File: config.mk
export PLATFORM = sky130hd
export DESIGN_NAME = obank_combiner
export DESIGN_NICKNAME = d
export VERILOG_FILES = /design/src/rtl/obank_pkg.sv /design/src/rtl/obank_regfile.sv /design/src/rtl/obank_merge.sv /design/src/rtl/obank_chr_unscramble.sv /design/src/rtl/obank_combiner.sv
export SDC_FILE = /design/constraint.sdc
export NUM_CORES = 1
export LEC_CHECK = 0
export ABC_AREA = 1
export BUFFER_PORTS_ARGS = -buffer_cell sky130_fd_sc_hd__buf_2
export CORE_MARGIN = 5
export CORE_UTILIZATION = 40
export DETAILED_ROUTE_END_ITERATION = 6
export PLACE_DENSITY = 0.78
export SYNTH_ARGS = -nofsm -noshare
export SYNTH_HDL_FRONTEND = slang
export SYNTH_SLANG_ARGS = --single-unit
File: constraint.sdc
create_clock -name clk -period 3.6 [get_ports clk]
set_input_delay 0.54 -clock clk [delete_from_list [all_inputs] [get_ports clk]]
set_output_delay 0.54 -clock clk [all_outputs]
set_load 0.01 [all_outputs]
File: src/rtl/obank_pkg.sv
package obank_pkg;
    localparam int BYTE_W     = 8;
    localparam int NREG       = 4;
    localparam int PRG_MASK_W = 6;
    localparam int PRG_W      = 10;
    localparam int CHR_W      = 14;

    typedef enum logic [1:0] {
        SLOT0 = 2'd0,
        SLOT1 = 2'd1,
        SLOT2 = 2'd2,
        SLOT3 = 2'd3
    } slot_e;
endpackage

File: src/rtl/obank_regfile.sv
module obank_regfile
    import obank_pkg::*;
#(
    parameter logic [BYTE_W-1:0] BYTE2_INIT = 8'h0F
) (
    input  logic                          clk,
    input  logic                          rst_n,
    input  logic                          hit,
    input  logic [BYTE_W-1:0]             wdata,
    output logic [NREG-1:0][BYTE_W-1:0]   regs_q
);
    slot_e state, state_nx;

    // state register
    always_ff @(posedge clk) begin
        if (!rst_n) state <= SLOT0;
        else        state <= state_nx;
    end

    // transitions: ADVANCE, WRAP, HOLD
    always_comb begin
        state_nx = state;
        if (hit) begin
            unique case (state)
                SLOT0: state_nx = SLOT1;
                SLOT1: state_nx = SLOT2;
                SLOT2: state_nx = SLOT3;
                SLOT3: state_nx = SLOT0;
            endcase
        end
    end

    // output bytes loaded by slot
    always_ff @(posedge clk) begin
        if (!rst_n) begin
            regs_q[0] <= '0;
            regs_q[1] <= '0;
            regs_q[2] <= BYTE2_INIT;
            regs_q[3] <= '0;
        end else if (hit) begin
            unique case (state)
                SLOT0: regs_q[0] <= wdata;
                SLOT1: regs_q[1] <= wdata;
                SLOT2: regs_q[2] <= wdata;
                SLOT3: regs_q[3] <= wdata;
            endcase
        end
    end

    // pointer steps by one on each hit
    a_r2_ptr_advance: assert property (@(posedge clk) disable iff (!rst_n)
        hit && state != SLOT3 |=> state == slot_e'(2'($past(state) + 2'd1)));
    // fifth hit wraps to slot 0
    a_r2_ptr_wrap: assert property (@(posedge clk) disable iff (!rst_n)
        hit && state == SLOT3 |=> state == SLOT0);
    // no hit, nothing moves
    a_r3_no_hit_stable: assert property (@(posedge clk) disable iff (!rst_n)
        !hit |=> $stable(state) && $stable(regs_q));
endmodule

File: src/rtl/obank_merge.sv
module obank_merge
    import obank_pkg::*;
(
    input  logic [NREG-1:0][BYTE_W-1:0] regs,
    input  logic [PRG_MASK_W-1:0]       inner_prg,
    input  logic [BYTE_W-1:0]           inner_chr,
    output logic [PRG_W-1:0]            prg_bank,
    output logic [CHR_W-1:0]            chr_bank
);
    logic [3:0]            chr_cnt;
    logic [BYTE_W-1:0]     chr_mask;
    logic [PRG_MASK_W-1:0] prg_mask;

    assign chr_cnt  = regs[2][3:0];
    assign prg_mask = regs[3][PRG_MASK_W-1:0];

    // leading-ones mask: bit (7-k) is set when count exceeds k
    for (genvar k = 0; k < BYTE_W; k++) begin : g_cmask
        assign chr_mask[BYTE_W-1-k] = (chr_cnt > 4'(k));
    end

    assign prg_bank = {regs[3][7:6], regs[1][7:6],
                       (inner_prg & ~prg_mask) | (regs[1][PRG_MASK_W-1:0] & prg_mask)};
    assign chr_bank = {regs[3][7:6], regs[2][7:4],
                       (inner_chr & ~chr_mask) | (regs[0] & chr_mask)};
endmodule

File: src/rtl/obank_chr_unscramble.sv
module obank_chr_unscramble
    import obank_pkg::*;
(
    input  logic [BYTE_W-1:0] din,
    output logic [BYTE_W-1:0] dout
);
    function automatic int src_of(input int dst);
        case (dst)
            7: return 7;  6: return 0;  5: return 6;  4: return 1;
            3: return 5;  2: return 2;  1: return 4;  default: return 3;
        endcase
    endfunction

    for (genvar i = 0; i < BYTE_W; i++) begin : g_perm
        assign dout[i] = din[src_of(i)];
    end
endmodule

File: src/rtl/obank_combiner.sv
module obank_combiner
    import obank_pkg::*;
#(
    parameter logic [15:0]       REG_ADDR   = 16'h5000,
    parameter logic [15:0]       DEC_MASK   = 16'hF008,
    parameter logic [15:0]       WRAM_BASE  = 16'h6000,
    parameter logic [15:0]       WRAM_MASK  = 16'hE000,
    parameter logic [BYTE_W-1:0] BYTE2_INIT = 8'h0F
) (
    input  logic                  clk,
    input  logic                  rst_n,
    input  logic [15:0]           cpu_addr,
    input  logic [BYTE_W-1:0]     cpu_wdata,
    input  logic                  cpu_wr,
    input  logic [PRG_MASK_W-1:0] inner_prg,
    input  logic [BYTE_W-1:0]     inner_chr,
    input  logic [BYTE_W-1:0]     chr_data_i,
    output logic [PRG_W-1:0]      prg_bank,
    output logic [CHR_W-1:0]      chr_bank,
    output logic [BYTE_W-1:0]     chr_data_o,
    output logic                  wram_sel
);
    logic                        hit;
    logic [NREG-1:0][BYTE_W-1:0] regs;

    assign hit      = cpu_wr && ((cpu_addr & DEC_MASK) == REG_ADDR);
    assign wram_sel = (cpu_addr & WRAM_MASK) == WRAM_BASE;

    obank_regfile #(.BYTE2_INIT(BYTE2_INIT)) u_regs (
        .clk(clk), .rst_n(rst_n), .hit(hit), .wdata(cpu_wdata), .regs_q(regs)
    );

    obank_merge u_merge (
        .regs(regs), .inner_prg(inner_prg), .inner_chr(inner_chr),
        .prg_bank(prg_bank), .chr_bank(chr_bank)
    );

    obank_chr_unscramble u_unscr (.din(chr_data_i), .dout(chr_data_o));

    // bits outside the PRG mask follow the inner bank
    a_r5_prg_inner_keep: assert property (@(posedge clk) disable iff (!rst_n)
        1'b1 |-> ((prg_bank[PRG_MASK_W-1:0] ^ inner_prg) & ~regs[3][PRG_MASK_W-1:0]) == '0);
    // saturated count selects the outer byte entirely
    a_r7_full_mask: assert property (@(posedge clk) disable iff (!rst_n)
        regs[2][3] |-> chr_bank[7:0] == regs[0]);
    // zero count passes the inner byte
    a_r7_empty_mask: assert property (@(posedge clk) disable iff (!rst_n)
        regs[2][3:0] == 4'd0 |-> chr_bank[7:0] == inner_chr);
    // window select
    a_r10_wram: assert property (@(posedge clk) disable iff (!rst_n)
        cpu_addr[15:13] == 3'b011 |-> wram_sel);
    // top bit is unmoved
    a_r9_bit7: assert property (@(posedge clk) disable iff (!rst_n)
        1'b1 |-> chr_data_o[7] == chr_data_i[7]);
endmodule

### After elaboration in Yosys (flattened, before gate mapping)

Index checks and enable logic that the tools add are counted.

| word-level totals | value |
|---|---|
| register bits | 34 |
| input bits | 49 |
| output and inout port bits | 33 |
| logic and storage cells | 33 |

| cells by class | value |
|---|---|
| magnitude comparators | 8 |
| eq/ne operators | 5 |
| multiplexer cells | 1 |
| bitwise gates (word level) | 8 |
| reduce and logical (&&, ||, !) cells | 6 |

Operators by type and width:

| operator | count |
|---|---|
| AND 8 bit | 2 |
| greater-than comparator 4 x 3 -> 1 bit, second input constant | 4 |
| AND 6 bit | 2 |
| greater-than comparator 4 x 1 -> 1 bit, second input constant | 2 |
| greater-than comparator 4 x 2 -> 1 bit, second input constant | 2 |
| inverter 8 bit | 1 |
| OR 8 bit | 1 |
| one-hot mux 2 bit (4 select lines) | 1 |
| AND reduction 2 bit | 4 |
| inverter 6 bit | 1 |
| OR 6 bit | 1 |
| equality test 5 x 4 -> 1 bit, second input constant | 1 |
| equality test 2 bit, second input constant | 2 |
| equality test 3 x 2 -> 1 bit, second input constant | 1 |
| equality test 2 x 1 -> 1 bit, second input constant | 1 |
| logical NOT 2 bit | 1 |
| logical AND 1 bit | 1 |

### Logic depth before layout (Yosys ltp)

Gate-level depths: netlist of run 1.

| depth | value |
|---|---|
| depth after elaboration | 4 |
| mapped depth | 8 |
| mapped depth without buffers | 7 |

### By module

From an unflattened synthesis of run 1, not the netlist that was laid out.

| second synthesis, totals | value |
|---|---|
| cells, all modules | 254 |
| area, all modules | 1,729.2 µm² |

By module, submodules not included:

| module | times used | cells an instance | area an instance (µm²) | sequential area each (µm²) |
|---|---|---|---|---|
| obank_regfile | 1 | 168 | 1,305.0 | 680.7 |
| obank_merge | 1 | 68 | 321.6 | 0.0 |
| obank_chr_unscramble | 1 | 8 | 60.1 | 0.0 |
| obank_combiner | 1 | 10 | 42.5 | 0.0 |

### Least setup slack after synthesis of run 1

Ideal clock, no wire load.

| timing path | value |
|---|---|
| path kind | reg2out |
| start point | register u_regs.regs_q[19] (netlist bit) |
| end point | output port chr_bank[1] |
| data arrival time | 0.986 ns |
| data required time | 3.060 ns |
| path slack | 2.074 ns |
| cell stages (with the launch flop) | 5 |
| buffers on the path | 0 |
| path through | dfxtp_1 -> inv_1 -> a21oi_1 -> nand2_1 -> o21ai_0 |

| on the way | value |
|---|---|
| word-level cells in the longest chain between the ends | 4 |
| elaborated cells between the ends (all ways) | 5 |
| those cells by class | 1 x order compare; 4 x bitwise |

RTL lines:

| what | RTL line | text |
|---|---|---|
| start: declaration | obank_regfile.sv:10 | `output logic [NREG-1:0][BYTE_W-1:0] regs_q` |
| greater-than comparator 4 x 3 -> 1 bit (*) | obank_merge.sv:19 | `assign chr_mask[BYTE_W-1-k] = (chr_cnt > 4'(k));` |
| inverter 8 bit | obank_merge.sv:25 | `(inner_chr & ~chr_mask) \| (regs[0] & chr_mask)};` |
| AND 8 bit | obank_merge.sv:25 |  |
| OR 8 bit (*) | obank_merge.sv:25 |  |
| end: declaration | obank_combiner.sv:19 | `output logic [CHR_W-1:0] chr_bank,` |

Every way passes the cells marked *; elsewhere a longest branch is shown, timed or not.

### Worst setup path in the final report of run 1

| timing path | value |
|---|---|
| start point | register u_regs.regs_q[18] (netlist bit) |
| end point | output port chr_bank[7] |

| on the way | value |
|---|---|
| word-level cells in the longest chain between the ends | 4 |
| elaborated cells between the ends (all ways) | 5 |
| those cells by class | 1 x order compare; 4 x bitwise |

RTL lines:

| what | RTL line |
|---|---|
| greater-than comparator 4 x 1 -> 1 bit (*) | obank_merge.sv:19 |
| inverter 8 bit | obank_merge.sv:25 |
| AND 8 bit | obank_merge.sv:25 |
| OR 8 bit (*) | obank_merge.sv:25 |

Marks and branches as above.

==> reports/results.ini, run 1 <==
[place]
gp_congestion = 0.792
io_buffers = 54
place_ws_ps = 1410
place_area_sq_um = 2210
dp_hpwl_mm = 3.38
dp_cells = 414

[clocking]
cts.sink_count = 34
path_clk_slew_ps = 70
post_cts_buffers = 0
cts_root_buf = clkbuf_8
htreeDepth = 2
clock_latency_ps = 290
cts_buffers = 5
cts.path.max_buffers = 2
cts_resized = 0
cts_tree = done
ctsHoldBuffers = 0

[power_and_ir_drop]
p_leak_nw = 1.23
vdd_ir_drop_max_v = 0.000104
p_total_uw = 735
power.density_nw_per_um2 = 320

[detailed_routing]
ant_nets = 0
wl_per_cell_um = 10.6
wl_mm = 4.46
viasPerCell = 4.51
drc = 0
vias = 1905
first_pass_iters = 4
drtIter0Drc = 124

[layout]
antennaDiodeCount = 0
layout_commonest_cell = nand2_1
final_util_pct = 45.1
fillers = 547
area_delta_synth_final_pct = 9.99
instances_no_fill = 422
final_cell_mix = 80 x nand2_1, 70 x inv_1, 54 x buf_2, 37 x nor2_1, 34 x dfxtp_1
drive_above_1_share_pct = 19.3
final_area_sq_um = 2300
nets = 405

[critical_path]
worstPathArrival_ps = 1480
start_kind = register
crit_required_ps = 3060
cp-end-kind = output port
path_class = reg2out
worstPathMaxFanout = 6

[global_routing]
grt-ovfl-total = 0
grt_pass1_wl_mm = 7.18
antenna_found_initial = 0
track_usage_pct = 13.6
first_global_vias = 1719
grt_start_max_net_pins = 35

[sta]
layout_min_cycle_time_ps = 2020
tightest_slew_ps = 777
layout_setup_ws_ps = 1580
whs_ps = 476
post-route-period-util_pct = 56.1
hold_viol_final = 0
finalSetupViolCount = 0
drv_slew = 0
setup_tns_ps = 0
fmax_mhz = 495
relSlewSlack_pct = 48.1
rsz0062_at_grt = no
finClkSkew_ps = 7.70

[yosys]
synth.distinct_cells = 16
syn_avg_cell_area_sq_um = 6.50
netlist_area_sq_um = 2090
synthCells = 322
synth-seq-cells = 34
ys_seq_area_share_pct = 32.5
yosys_warnings = 0
syn_nets = 376

[outcome]
status = finished clean

[die]
fp.dieH_um = 82.3
pin_count = 82
design.core.area_sq_um = 5110
die_w_um = 82.3
die-area_sq_um = 6780
start_util_pct = 41.0
rows = 26

[job]
max_cap_viol_count = 0

[hold_path]
hold_path_class = reg2reg

## worst max-delay path: stages, from the launching register on
cell     delay [ps]
dfxtp_1         330
nor2_1          310
nand3_1         200
a21oi_1         200
buf_2           150
## kinds of logic after synthesis
kind of cell / Yosys count / synth area share, %
fa+ha+maj: 5 / 2.99
compound gates: 18 / 4.37
buf+inv: 104 / 24.9
simple gates: 161 / 35.2
flops: 34 / 32.5
## layout make-up
cell class              count  area [sq um]  share of cell area [%]
clock buffers               7          86.3                    3.75
clock inverters             1          5.00                   0.218
inverters                  70           263                    11.4
multi-input cells         184           893                    38.8
flip-flops and latches     34           681                    29.6
well taps                  70          87.6                    3.81
repair buffers             56           285                    12.4
## registers in the layout, summed over array words and instances (netlist names)
signal	cells
u_regs.regs_q	32
u_regs.state	2
## cells in the mapped netlist
cell	number	share of area, %
buf_4	19	6.8
a21oi_1	6	1.4
nand2_1	80	14
buf_6	7	3.8
buf_1	3	0.54
nand4_1	32	9.6
buf_2	5	1.2
nor2_1	38	6.8
dfxtp_1	34	33
nand3_1	7	1.7
ha_1	5	3.0
o21ai_0	11	2.6
o22ai_1	1	0.30
inv_1	70	13
nand3_4	3	2.5
nor2_2	1	0.30
## path summary, 6_finish.rpt
| kind | start | endpoint | slack, ps | cells past startpoint |
|---|---|---|---|---|
| max | u_regs.regs_q[18]$_SDFFE_PN1P_ | chr_bank[7] | 1580 | 4 |
| min | u_regs.regs_q[16]$_SDFFE_PN1P_ | u_regs.regs_q[16]$_SDFFE_PN1P_ | 480 | 2 |
| max reg2reg | u_regs.state[1]$_SDFFE_PN0P_ | u_regs.regs_q[13]$_SDFFE_PN0P_ | 2090 | 6 |
| min reg2reg | u_regs.regs_q[16]$_SDFFE_PN1P_ | u_regs.regs_q[16]$_SDFFE_PN1P_ | 480 | 2 |
## power by group
| group | switching [mW] | internal [mW] |
|---|---|---|
| clock | 0.135 | 0.154 |
| combinational | 0.0427 | 0.0253 |
| sequential | 0.000561 | 0.378 |
| total | 0.178 | 0.557 |
## metal layers
metal  wire length, um  vias to the layer above  global-route usage [%]
met5                 0                        -                       0
met4                78                        0                    6.31
met3               266                        7                    2.82
met2              2210                       47                    24.5
met1              1900                      831                    15.2
li1                  -                     1020                       -
Power figures use the tool's default switching activity.
==> run 2: changes to the inputs <==
--- a/config.mk
+++ b/config.mk
@@ -10,7 +10,7 @@
 export CORE_MARGIN = 5
 export CORE_UTILIZATION = 40
 export DETAILED_ROUTE_END_ITERATION = 6
-export PLACE_DENSITY = 0.78
+export PLACE_DENSITY = 0.8
 export SYNTH_ARGS = -nofsm -noshare
 export SYNTH_HDL_FRONTEND = slang
 export SYNTH_SLANG_ARGS = --single-unit
==> constraint.sdc (replaced) <==
create_clock -name clk -period 1.7 [get_ports clk]
set_input_delay 0.255 -clock clk [delete_from_list [all_inputs] [get_ports clk]]
set_output_delay 0.255 -clock clk [all_outputs]
set_load 0.01 [all_outputs]
==> reports/results.ini, run 2 (same netlist as run 1, synthesis figures left out) <==
[die]
fp.dieH_um = 82.3
start_util_pct = 41.0
rows = 26
die_w_um = 82.3
pin_count = 82
design.core.area_sq_um = 5110
die-area_sq_um = 6780

[layout]
final_util_pct = 45.8
ff_latch_area_sq_um = 682
nets = 405
drive_above_1_share_pct = 20.2
fillers = 535
area_delta_synth_final_pct = 11.8
largest_register_ffs = 32
top_register = u_regs.regs_q
top_regs = u_regs.regs_q x32, u_regs.state x2
multi_input_area_sq_um = 905
final_cell_mix = 80 x nand2_1, 70 x inv_1, 54 x buf_2, 36 x nor2_1, 33 x dfxtp_1
antennaDiodeCount = 0
layout_commonest_cell = nand2_1

[critical_path]
path_buf_inv = 2
worstPathMaxFanout = 4
r2r_cells = 6
rr_endpoint = u_regs.regs_q[11]$_SDFFE_PN0P_
crit_chain = inv_1 -> nand2_1 -> o22ai_1 -> nand2_1 -> o21ai_0 -> buf_2
crit_top_cell = nand2_1
reg2reg_slack_ps = 230
path_class = reg2out
crit_required_ps = 1440
slowest_delay_ps = 350
cp-end-kind = output port
worstPathArrival_ps = 1340
start_kind = register
critPathTopFamily = flip-flops
r2r_start = u_regs.state[1]$_SDFFE_PN0P_
slowest_stage = dfxtp_2

[global_routing]
antenna_found_initial = 0
grt-ovfl-total = 0
first_global_vias = 1697
grt_start_max_net_pins = 39
grt_pass1_wl_mm = 6.87
track_usage_pct = 13.1

[hold_path]
worst_hold_startpoint = cpu_wdata[2]
hold_path_class = in2reg
hold_end = u_regs.regs_q[18]$_SDFFE_PN1P_
hold_depth = 3

[sta]
fmax_mhz = 627
drv_slew = 0
relSlewSlack_pct = 61.3
tightest_slew_ps = 580
post-route-period-util_pct = 93.8
finClkSkew_ps = 4.98
whs_ps = 250
finalSetupViolCount = 0
hold_viol_final = 0
rsz0062_at_grt = yes
layout_min_cycle_time_ps = 1590

[clocking]
cts_buffers = 5
htreeDepth = 2
path_clk_slew_ps = 60
clock_latency_ps = 280
cts_tree = done
cts.sink_count = 34
cts.path.max_buffers = 2
post_cts_buffers = 0
cts_root_buf = clkbuf_8
ctsHoldBuffers = 0

[detailed_routing]
viasPerCell = 4.51
ant_nets = 0
drc = 0
wl_mm = 4.37
wl_per_cell_um = 10.4
first_pass_iters = 4
drtIter0Drc = 125
vias = 1902

[power_and_ir_drop]
p_switching_uw = 373
clockPowerShare_pct = 39.1
p_total_mw = 1.56
pwr-share-seq_pct = 51.4
netSwitchingFraction_pct = 24.0
vdd_ir_drop_max_v = 0.000289
p_leak_nw = 1.23
pwr-share-comb_pct = 9.5
p_int_mw = 1.18
power.density_nw_per_um2 = 666

[place]
gp_congestion = 0.778
dp_hpwl_mm = 3.23
io_buffers = 54

[job]
max_cap_viol_count = 0

[outcome]
status = finished clean

==> run 2: power groups by stage <==
stage                     Combinational (mW)  Clock, mW  Sequential [mW]
after floorplan                        0.115          0            0.818
after global placement                 0.146          0            0.819
after detailed placement               0.148          0            0.819
after CTS                              0.148      0.626            0.801
after global routing                   0.165      0.660            0.800
final                                  0.148      0.609            0.801
==> run 2: routing by layer <==
| metal | vias to the layer above | global-route usage [%] | routed length, um | part of all wire, % |
|---|---|---|---|---|
| met1 | 838 | 13.8 | 1720 | 39 |
| met2 | 40 | 24.0 | 2270 | 52 |
| met3 | 6 | 4.99 | 329 | 7.5 |
| li1 | 1018 | - | - | - |
| met4 | 0 | 3.99 | 54 | 1.2 |
| met5 | - | 0 | 0 | 0 |
==> run 2: what timing repair did <==
action	4_1_cts	5_1_grt
hold endpoints to repair	0	0
endpoints found under the setup margin	0	4
resized for setup	0	4
==> run 2: stage by stage <==
step	instance area [sq um]	cells	setup WS, ps	TNS, ps
after floorplan	2090	322	459	0
after global placement	2230	414	259	0
after detailed placement	2230	414	211	0
after CTS	2330	422	44.0	0
after global routing	2340	422	-9.82	-9.82
final	2340	422	105	0
==> run 2: layout make-up <==
class | instances | area share, %
multi-input combinational | 184 | 38.7
sequential | 34 | 29.2
timing repair buffer | 56 | 13.3
inverter | 70 | 11.2
tap | 70 | 3.75
clock buffer | 7 | 3.69
clock inverter | 1 | 0.214
==> run 2: worst max path at each step <==
| stage | start | to | slack, ps | depth (start not counted) |
|---|---|---|---|---|
| floorplan | u_regs.regs_q[19]$_SDFFE_PN1P_ | chr_bank[1] | 460 | 4 |
| global placement | u_regs.state[1]$_SDFFE_PN0P_ | u_regs.regs_q[10]$_SDFFE_PN0P_ | 260 | 6 |
| detailed placement | u_regs.state[1]$_SDFFE_PN0P_ | u_regs.regs_q[11]$_SDFFE_PN0P_ | 210 | 6 |
| CTS | u_regs.regs_q[19]$_SDFFE_PN1P_ | chr_bank[5] | 40 | 4 |
| global route | u_regs.regs_q[19]$_SDFFE_PN1P_ | chr_bank[3] | -10 | 6 |
| finish | u_regs.regs_q[19]$_SDFFE_PN1P_ | chr_bank[3] | 110 | 6 |
==> run 2: worst register-to-register path: stages (launching register included) <==
cell and delay [ps]:
dfxtp_1 330, inv_1 120, ha_1 370, nand3_1 340, nand2_1 140, inv_1 50
nor2_1 80
